<file path="config.mk">
export PLATFORM = sky130hd
export DESIGN_NAME = cmd_issue_unit
export DESIGN_NICKNAME = d
export VERILOG_FILES = /design/src/rtl/cmd_issue_unit.sv
export SDC_FILE = /design/constraint.sdc
export NUM_CORES = 1
export LEC_CHECK = 0
export BUFFER_PORTS_ARGS = -buffer_cell sky130_fd_sc_hd__buf_2
export CORE_AREA = 2 2 167 169
export DETAILED_ROUTE_END_ITERATION = 6
export DIE_AREA = 0 0 169 171
export PLACE_DENSITY_LB_ADDON = 0.3
export SLEW_MARGIN = 20
export SYNTH_ARGS = -nofsm -noshare
export SYNTH_HDL_FRONTEND = slang
export SYNTH_SLANG_ARGS = --single-unit
</file>
<file path="constraint.sdc">
create_clock -name clk -period 5.5 [get_ports clk]
set_clock_uncertainty 0.15 [all_clocks]
set_input_delay 1.1 -clock clk [delete_from_list [all_inputs] [get_ports clk]]
set_output_delay 1.1 -clock clk [all_outputs]
set_load 0.01 [all_outputs]
</file>
<file path="src/rtl/cmd_issue_unit.sv">
module cmd_issue_unit #(
  parameter int TMO_W = 16
) (
  input  logic             clk,
  input  logic             rst_n,
  input  logic             arg_wr,
  input  logic [31:0]      arg_wdata,
  input  logic             cmd_wr,
  input  logic [31:0]      cmd_wdata,
  input  logic             sts_clr_wr,
  input  logic [3:0]       sts_clr_mask,
  input  logic [TMO_W-1:0] tmo_limit,
  input  logic             card_tick,
  input  logic             data_busy,
  output logic [31:0]      cmd_rdata,
  output logic [31:0]      resp0,
  output logic [31:0]      resp1,
  output logic [31:0]      resp2,
  output logic [31:0]      resp3,
  output logic [3:0]       raw_status,
  output logic             frame_valid,
  input  logic             frame_ready,
  output logic [5:0]       frame_index,
  output logic [31:0]      frame_arg,
  output logic             frame_resp_exp,
  output logic             frame_long,
  output logic             frame_data_exp,
  output logic             frame_write,
  output logic             frame_abort,
  input  logic             rsp_valid,
  input  logic [127:0]     rsp_bits,
  input  logic             rsp_err,
  input  logic             rsp_crc_ok
);

  localparam int B_RESP  = 6;
  localparam int B_LONG  = 7;
  localparam int B_CRC   = 8;
  localparam int B_DATA  = 9;
  localparam int B_WRITE = 10;
  localparam int B_ABORT = 11;
  localparam int B_WAIT  = 12;
  localparam int B_START = 31;

  localparam int S_DONE = 0;
  localparam int S_TMO  = 1;
  localparam int S_RERR = 2;
  localparam int S_CRC  = 3;

  typedef enum logic [1:0] {ST_IDLE, ST_HOLD, ST_ISSUE, ST_WAIT} state_t;

  state_t           state;
  logic [30:0]      cmd_q;
  logic             start_q;
  logic [31:0]      arg_q;
  logic [TMO_W-1:0] tmo_cnt;
  logic [3:0]       sts_set;
  logic             accept;
  logic             tmo_hit;
  logic             hold_off;

  assign cmd_rdata      = {start_q, cmd_q};
  assign frame_valid    = (state == ST_ISSUE);
  assign frame_index    = cmd_q[5:0];
  assign frame_arg      = arg_q;
  assign frame_resp_exp = cmd_q[B_RESP];
  assign frame_long     = cmd_q[B_LONG];
  assign frame_data_exp = cmd_q[B_DATA];
  assign frame_write    = cmd_q[B_WRITE];
  assign frame_abort    = cmd_q[B_ABORT];

  assign accept   = frame_valid && frame_ready;
  assign hold_off = cmd_q[B_WAIT] && !cmd_q[B_ABORT] && data_busy;
  assign tmo_hit  = (state == ST_WAIT) && !rsp_valid && card_tick &&
                    (({1'b0, tmo_cnt} + 1'b1) >= {1'b0, tmo_limit});

  always_comb begin
    sts_set = '0;
    if (accept && !cmd_q[B_RESP]) sts_set[S_DONE] = 1'b1;
    if (state == ST_WAIT && rsp_valid) begin
      sts_set[S_DONE] = 1'b1;
      sts_set[S_RERR] = rsp_err;
      sts_set[S_CRC]  = cmd_q[B_CRC] && !rsp_crc_ok;
    end
    if (tmo_hit) begin
      sts_set[S_DONE] = 1'b1;
      sts_set[S_TMO]  = 1'b1;
    end
  end

  always_ff @(posedge clk or negedge rst_n) begin
    if (!rst_n) begin
      state   <= ST_IDLE;
      cmd_q   <= '0;
      start_q <= 1'b0;
      arg_q   <= '0;
      tmo_cnt <= '0;
    end else begin
      if (!start_q && state == ST_IDLE) begin
        if (arg_wr) arg_q <= arg_wdata;
        if (cmd_wr) begin
          cmd_q   <= cmd_wdata[30:0];
          start_q <= cmd_wdata[B_START];
          if (cmd_wdata[B_START]) state <= ST_HOLD;
        end
      end
      case (state)
        ST_HOLD:  if (!hold_off) state <= ST_ISSUE;
        ST_ISSUE: if (frame_ready) begin
                    start_q <= 1'b0;
                    tmo_cnt <= '0;
                    state   <= cmd_q[B_RESP] ? ST_WAIT : ST_IDLE;
                  end
        ST_WAIT:  if (rsp_valid || tmo_hit) state <= ST_IDLE;
                  else if (card_tick) tmo_cnt <= tmo_cnt + 1'b1;
        default:  ;
      endcase
    end
  end

  always_ff @(posedge clk or negedge rst_n) begin
    if (!rst_n) begin
      resp0 <= '0;
      resp1 <= '0;
      resp2 <= '0;
      resp3 <= '0;
    end else if (state == ST_WAIT && rsp_valid) begin
      resp0 <= rsp_bits[31:0];
      if (cmd_q[B_LONG]) begin
        resp1 <= rsp_bits[63:32];
        resp2 <= rsp_bits[95:64];
        resp3 <= rsp_bits[127:96];
      end
    end
  end

  always_ff @(posedge clk or negedge rst_n) begin
    if (!rst_n) raw_status <= '0;
    else raw_status <= (raw_status & ~(sts_clr_wr ? sts_clr_mask : 4'b0)) | sts_set;
  end

  a_r1_frame_steady: assert property (@(posedge clk) disable iff (!rst_n)
    frame_valid && !frame_ready |=> frame_valid && $stable(frame_index) && $stable(frame_arg));

  a_r2_no_issue_busy: assert property (@(posedge clk) disable iff (!rst_n)
    $rose(frame_valid) && cmd_q[B_WAIT] && !cmd_q[B_ABORT] |-> !$past(data_busy));

  a_r4_start_clears: assert property (@(posedge clk) disable iff (!rst_n)
    frame_valid && frame_ready |=> !cmd_rdata[B_START]);

  a_r8_tmo_with_done: assert property (@(posedge clk) disable iff (!rst_n)
    $rose(raw_status[S_TMO]) |-> raw_status[S_DONE]);

  a_r10_crc_gated: assert property (@(posedge clk) disable iff (!rst_n)
    $rose(raw_status[S_CRC]) |-> cmd_q[B_CRC]);

endmodule

</file>
==> results of run 1 <==
==> logic make-up (layout without fill, tap and decap cells) <==
group	Yosys count	in the layout	synth area share (%)
DFF	214	214	59.66
buffers and inverters	63	507	3.304
and+or+nand+nor	90	90	5.130
xor gates and xnor gates	14	14	1.366
muxes	195	195	24.41
other	0	2	0
AOI/OAI and AO/OA	45	45	3.764
adders and majority gates	17	17	2.370
==> cell type report <==
cell class	count	area, um^2
Multi-Input combinational cell	361	3337
Sequential cell	214	5355
Fill cell	2557	14930
Antenna cell	2	5.005
Clock inverter	11	163.9
Tap cell	346	432.9
Timing Repair Buffer	436	2218
Clock buffer	37	793.3
Inverter	23	86.33
==> critical path: stages, from the launching register on <==
cell,delay (ps)
dfrtp_1,450
nand3_1,170
nor3_1,440
nand4_1,250
or2_2,380
xnor2_1,150
ha_1,280
nand3_1,70
nor3_1,290
nand4_1,170
o21ai_1,450
nor2_1,200
a221o_2,420
==> worst paths after layout <==
check	endpoint	slack, ps
worst max-delay path	tmo_cnt[2]	1510
worst min-delay path	raw_status[3]	330
worst max register to register	tmo_cnt[2]	1510
worst min register to register	raw_status[3]	330
max in group asynchronous	resp3[3]	3760
min in group asynchronous	raw_status[2]	420
==> state kept, by name (all words and copies together) (netlist names) <==
register / count
cmd_q: 31
frame_arg: 32
raw_status: 4
resp0: 32
resp1: 32
resp2: 32
resp3: 32
start_q: 1
state: 2
tmo_cnt: 16
==> per-stage QoR <==
stage | hold slack [ps] | util [%]
floorplan | 336.4 | -
global placement | 314.6 | 41.83
detailed placement | 326.4 | 41.83
CTS | 339.2 | 45.33
global route | 358.6 | 45.35
finish | 331.5 | 45.35
==> power by group through the flow <==
stage,Combinational [mW],Clock (mW),Sequential [mW]
5_1_grt,2.64,1.97,2.82
2_1_floorplan,1.03,0,3.07
6_report,2.44,1.86,2.71
4_1_cts,2.48,1.91,2.72
3_3_place_gp,2.45,0,2.70
3_5_place_dp,2.47,0,2.73
==> synthesized netlist by cell type, drive strengths merged (5+ instances only) <==
cell    number  area (um^2)
dfrtp      214         5355
mux2       191         2151
nand2       28        105.1
buf         27        161.4
inv         23        86.33
ha          17        212.7
nand3       15        75.07
clkbuf      13        48.80
nor3        13        76.33
xnor2       12        105.1
a21oi        8        51.30
and3         7        43.79
nor2         7        26.28
o21ai        7        35.03
a221o        5        52.55
a31oi        5        31.28
==> layout by cell type (no fill, tap or decap), types with 7 or more instances in the layout <==
cell type and n:
ha_1 17, nand3_1 14, xnor2_1 12, nor2_1 7, mux2_2 191, clkbuf_8 9, nand2_1 28, inv_1 23
dfrtp_1 214, and3_1 7, a21oi_1 7, clkbuf_16 27, nor3_1 12, buf_2 429
==> metal layers <==
layer  up-vias  share of wire [%]
met4         2                2.0
met1      3174                 39
met3        43                9.2
li1       3099                  -
met5         -              0.062
met2       280                 49
==> impl_metrics.tcl, run 1 <==
set metrics [dict create \
    clockRootBuffer "clkbuf_16" \
    viasPerCell 4.614 \
    hold_path_class "reg2reg" \
    worstSetupPathType "reg2reg" \
    antenna_found_initial 3 \
    rsz0062_at_grt "false" \
    nets 1302 \
    synth-warning-count 0 \
    syn2layout_area_growth_pct 38.05 \
    place_ws_ps 1565 \
    grt_overflow 0 \
    ioPinCount 431 \
    switching_power_mw 2.233 \
    clock_path_buffers 3 \
    ant_nets 0 \
    tritoncts_num_sinks 214 \
    top_usage_layer "met2" \
    crit_arrival_ps 4250 \
    cts_buffers 26 \
    maxCapViolations 0 \
    die_area_um2 28900 \
    slew_headroom_pct 38.25 \
    grt_pass1_wl_um 36230 \
    powerDensity_nw_per_um2 565.2 \
    setup_violations 0 \
    clkPwrFrac_pct 26.5 \
    cts_resized 0 \
    min_period_ps 3995 \
    startpoint_type "register" \
    fp.dieH_um 171 \
    io_buffer_count 430 \
    layout_worst_path_cycle_share_pct 72.64 \
    drc 0 \
    total_power_mw 7.004 \
    synth_fp_nets 878 \
    maxSlewViolCount 0 \
    outcome "complete, no violations" \
    crit_required_ps 5750 \
    design_area_um2 12390 \
    cts_hold_buf 0 \
    wl_per_cell_um 16.84 \
    r2r_start "tmo_cnt[2]" \
    dp_hpwl_um 18020 \
    ctsHtreeMaxLevel 1 \
    met3_usage_pct 5.274 \
    async_flop_share_pct 100.0 \
    vias 6598 \
    synth-edff-count 0 \
    seqPwrFrac_pct 38.7 \
    fp-row-count 61 \
    routed_wl_um 24090 \
    startpoint "tmo_cnt[2]" \
    start_util_pct 32.85 \
    setup_ws_ps 1505 \
    comb_power_share_pct 34.8 \
    syn_inst 638 \
    dr.pass1.iters 4 \
    finalWeightedCongestion 0.8256 \
    worst_pin_slew_ps 926.3 \
    ys_types 49 \
    drt_iter0_markers 244 \
    leakagePower_nw 6.567 \
    swShare_pct 31.88 \
    hp-start "raw_status[3]" \
    grt_pass1_vias 6754 \
    grt_usage_pct 15.79 \
    clk_latency_ps 520 \
    core-area_um2 27320 \
    cts_setup_buffers 0 \
    syn_avg_cell_area_um2 14.07 \
    clk_pin_slew_worst_paths_ps 50 \
    syn_area_um2 8976 \
    ys_seq_area_share_pct 59.66 \
    hold_viol 0 \
    internal_power_mw 4.771 \
    drive_gt1_share_pct 63.22 \
    fin_cells 1430 \
    fmax_mhz 250.3 \
    setup_tns_ps 0 \
    crit_fanout 7 \
    dpl_cell_area_um2 11430 \
    cts_tree "yes" \
    dpl.cell_count 1380 \
    grtUsageMet1_pct 18.60 \
    reg2regPathDepth 12 \
    end_kind "register" \
    synth_ff_type "dfrtp_1" \
    grt_max_degree 113 \
    peakVddDrop_mv 0.3422 \
    die_w_um 169 \
    met2_usage_pct 27.35 \
    min_delay_path_depth 2 \
    ys_ff_latch 214 \
]
Note: power is estimated with default switching activity, not from simulation.
==> inputs of run 2 (changes only) <==
Settings changed: CORE_AREA 2 2 167 169 to 2 2 168 170, DIE_AREA 0 0 169 171 to 0 0 170 172.
Clock period 5.5 ns to 3.65 ns, I/O delays scaled along.
==> run 2 against run 1 <==
Flip-flop and latch count unchanged. Final cell count grew 0.35%. Sequential share of layout area up 0.067 points. Register-to-register slack worse by 1400 ps. Combinational power increased by 52%. Count of clock-buffer cells in the layout decreased by 1. Non-clock buffer count is 14 higher. Routed wire length up 5.1%. Via count rose by 2.3%. Hold slack lost 240 ps. Clock power rose by 27%. Die area grew 1.2%. Critical path type unchanged. Critical endpoint is now tmo_cnt[9]. Largest cell class unchanged. Largest power group unchanged.
==> impl_metrics.tcl, run 2 (synthesized netlist as in run 1, its figures left out) <==
set metrics [dict create \
    fp-row-count 61 \
    cts_tree "yes" \
    cts_hold_buf 0 \
    crit_fanout 6 \
    antenna_found_initial 0 \
    clockRootBuffer "clkbuf_16" \
    final_cell_mix "buf_2, dfrtp_1, mux2_2" \
    hold_path_class "in2async" \
    clk_latency_ps 510 \
    grt_max_degree 85 \
    setup_violations 0 \
    n_fill_cell 2595 \
    peakVddDrop_mv 0.5120 \
    top_usage_layer "met2" \
    drt_iter0_markers 290 \
    ant_nets 0 \
    dpl_cell_area_um2 11560 \
    maxSlewViolCount 0 \
    drive_gt1_share_pct 64.37 \
    syn2layout_area_growth_pct 37.87 \
    outcome "complete, no violations" \
    slew_headroom_pct 53.91 \
    ctsHtreeMaxLevel 1 \
    dr.pass1.iters 4 \
    setup_tns_ps 0 \
    layout_worst_path_cycle_share_pct 95.96 \
    crit_required_ps 3890 \
    grt_pass1_wl_um 38110 \
    total_power_mw 10.19 \
    viasPerCell 4.705 \
    io_buffer_count 430 \
    grt_usage_pct 16.59 \
    grt_overflow 0 \
    fp.dieH_um 172 \
    cts_setup_buffers 0 \
    cts_buffers 25 \
    cp_slowest_stage_delay_ps 410 \
    critPathMostFrequentCell "a221o_1" \
    hold_viol 0 \
    worstSetupPathType "reg2reg" \
    core-area_um2 27480 \
    die_w_um 170 \
    path_cells "ha_2 -> nand3_1 -> nor3_4 -> xor2_1 -> ha_1 -> and2_0 -> a221o_1 -> a221oi_2 -> and3_1 -> a21oi_4 -> a221o_1" \
    grt_pass1_vias 6933 \
    nets 1315 \
    met2_usage_pct 28.87 \
    start_util_pct 32.67 \
    met3_usage_pct 4.738 \
    worst_pin_slew_ps 691.3 \
    leakagePower_nw 6.565 \
    final_common_cell "buf_2" \
    num_antenna_cells 0 \
    end_kind "register" \
    crit_arrival_ps 3740 \
    routed_wl_um 25310 \
    rsz0062_at_grt "false" \
    design_area_um2 12380 \
    vias 6751 \
    slowest_stage "dfrtp_2" \
    tritoncts_num_sinks 214 \
    clk_pin_slew_worst_paths_ps 60 \
    min_period_ps 3503 \
    finalWeightedCongestion 0.8541 \
    die_area_um2 29240 \
    grtUsageMet1_pct 20.31 \
    drc 0 \
    ioPinCount 431 \
    path_buf_inv 0 \
    critPathTopFamily "compound AO/OA/AOI/OAI gates" \
    clock_path_buffers 3 \
    dp_hpwl_um 19110 \
    fmax_mhz 285.5 \
    powerDensity_nw_per_um2 823.1 \
    wl_per_cell_um 17.64 \
    maxCapViolations 0 \
    startpoint_type "register" \
]
## run 2: routing by layer
metal	share of wire [%]	wire length, um
met1	40	10000
met2	51	12880
met3	7.6	1917
met4	2.0	515
met5	0	0
## run 2: where the power goes
part	internal, mW	switching [mW]
Clock	1.40	0.956
Sequential	3.51	0.611
Combinational	1.91	1.80
## run 2: layout make-up
class | instances | area (um^2) | area share (%)
flip-flops and latches | 214 | 5356 | 43.28
multi-input cells | 361 | 3373 | 27.26
repair buffers | 450 | 2349 | 18.98
clock buffers | 36 | 747.0 | 6.036
well taps | 346 | 432.9 | 3.498
inverters | 23 | 86.33 | 0.6976
clock inverters | 5 | 31.28 | 0.2528
## run 2: worst register-to-register path: cells and delay by family, from the launching register on
kind | cells | cell delay, ps
AOI/OAI and AO/OA | 4 | 1150
xor gates and xnor gates | 1 | 200
and+or+nand+nor | 4 | 950
adders and majority gates | 2 | 510
DFF | 1 | 410
## run 2: final timing paths
check,end,cells past startpoint,slack (ps),from
hold reg to reg,raw_status[3],2,330,raw_status[3]
min in group clk,resp0[28],2,300,rsp_bits[28]
hold / removal,frame_arg[0],1,90,rst_n
setup / recovery,tmo_cnt[9],11,150,tmo_cnt[0]
max in group asynchronous,tmo_cnt[0],2,2420,rst_n
setup reg to reg,tmo_cnt[9],11,150,tmo_cnt[0]
## run 2: timing repair
item	4_1_cts	5_1_grt
cloned	0	0
pin swaps	0	2
resized for setup	1	9
endpoints found under the setup margin	2	20
## run 2: through the flow
| step | hold WS [ps] | worst slack [ps] | std cells | utilization [%] |
|---|---|---|---|---|
| 2_1_floorplan | 284.4 | 199.4 | 638 | - |
| 3_3_place_gp | 319.0 | 111.1 | 1394 | 42.08 |
| 3_5_place_dp | 317.6 | 56.95 | 1394 | 42.08 |
| 4_1_cts | 123.6 | 30.95 | 1435 | 44.93 |
| 5_1_grt | 156.5 | 13.87 | 1435 | 45.04 |
| 6_report | 89.38 | 147.3 | 1435 | 45.04 |
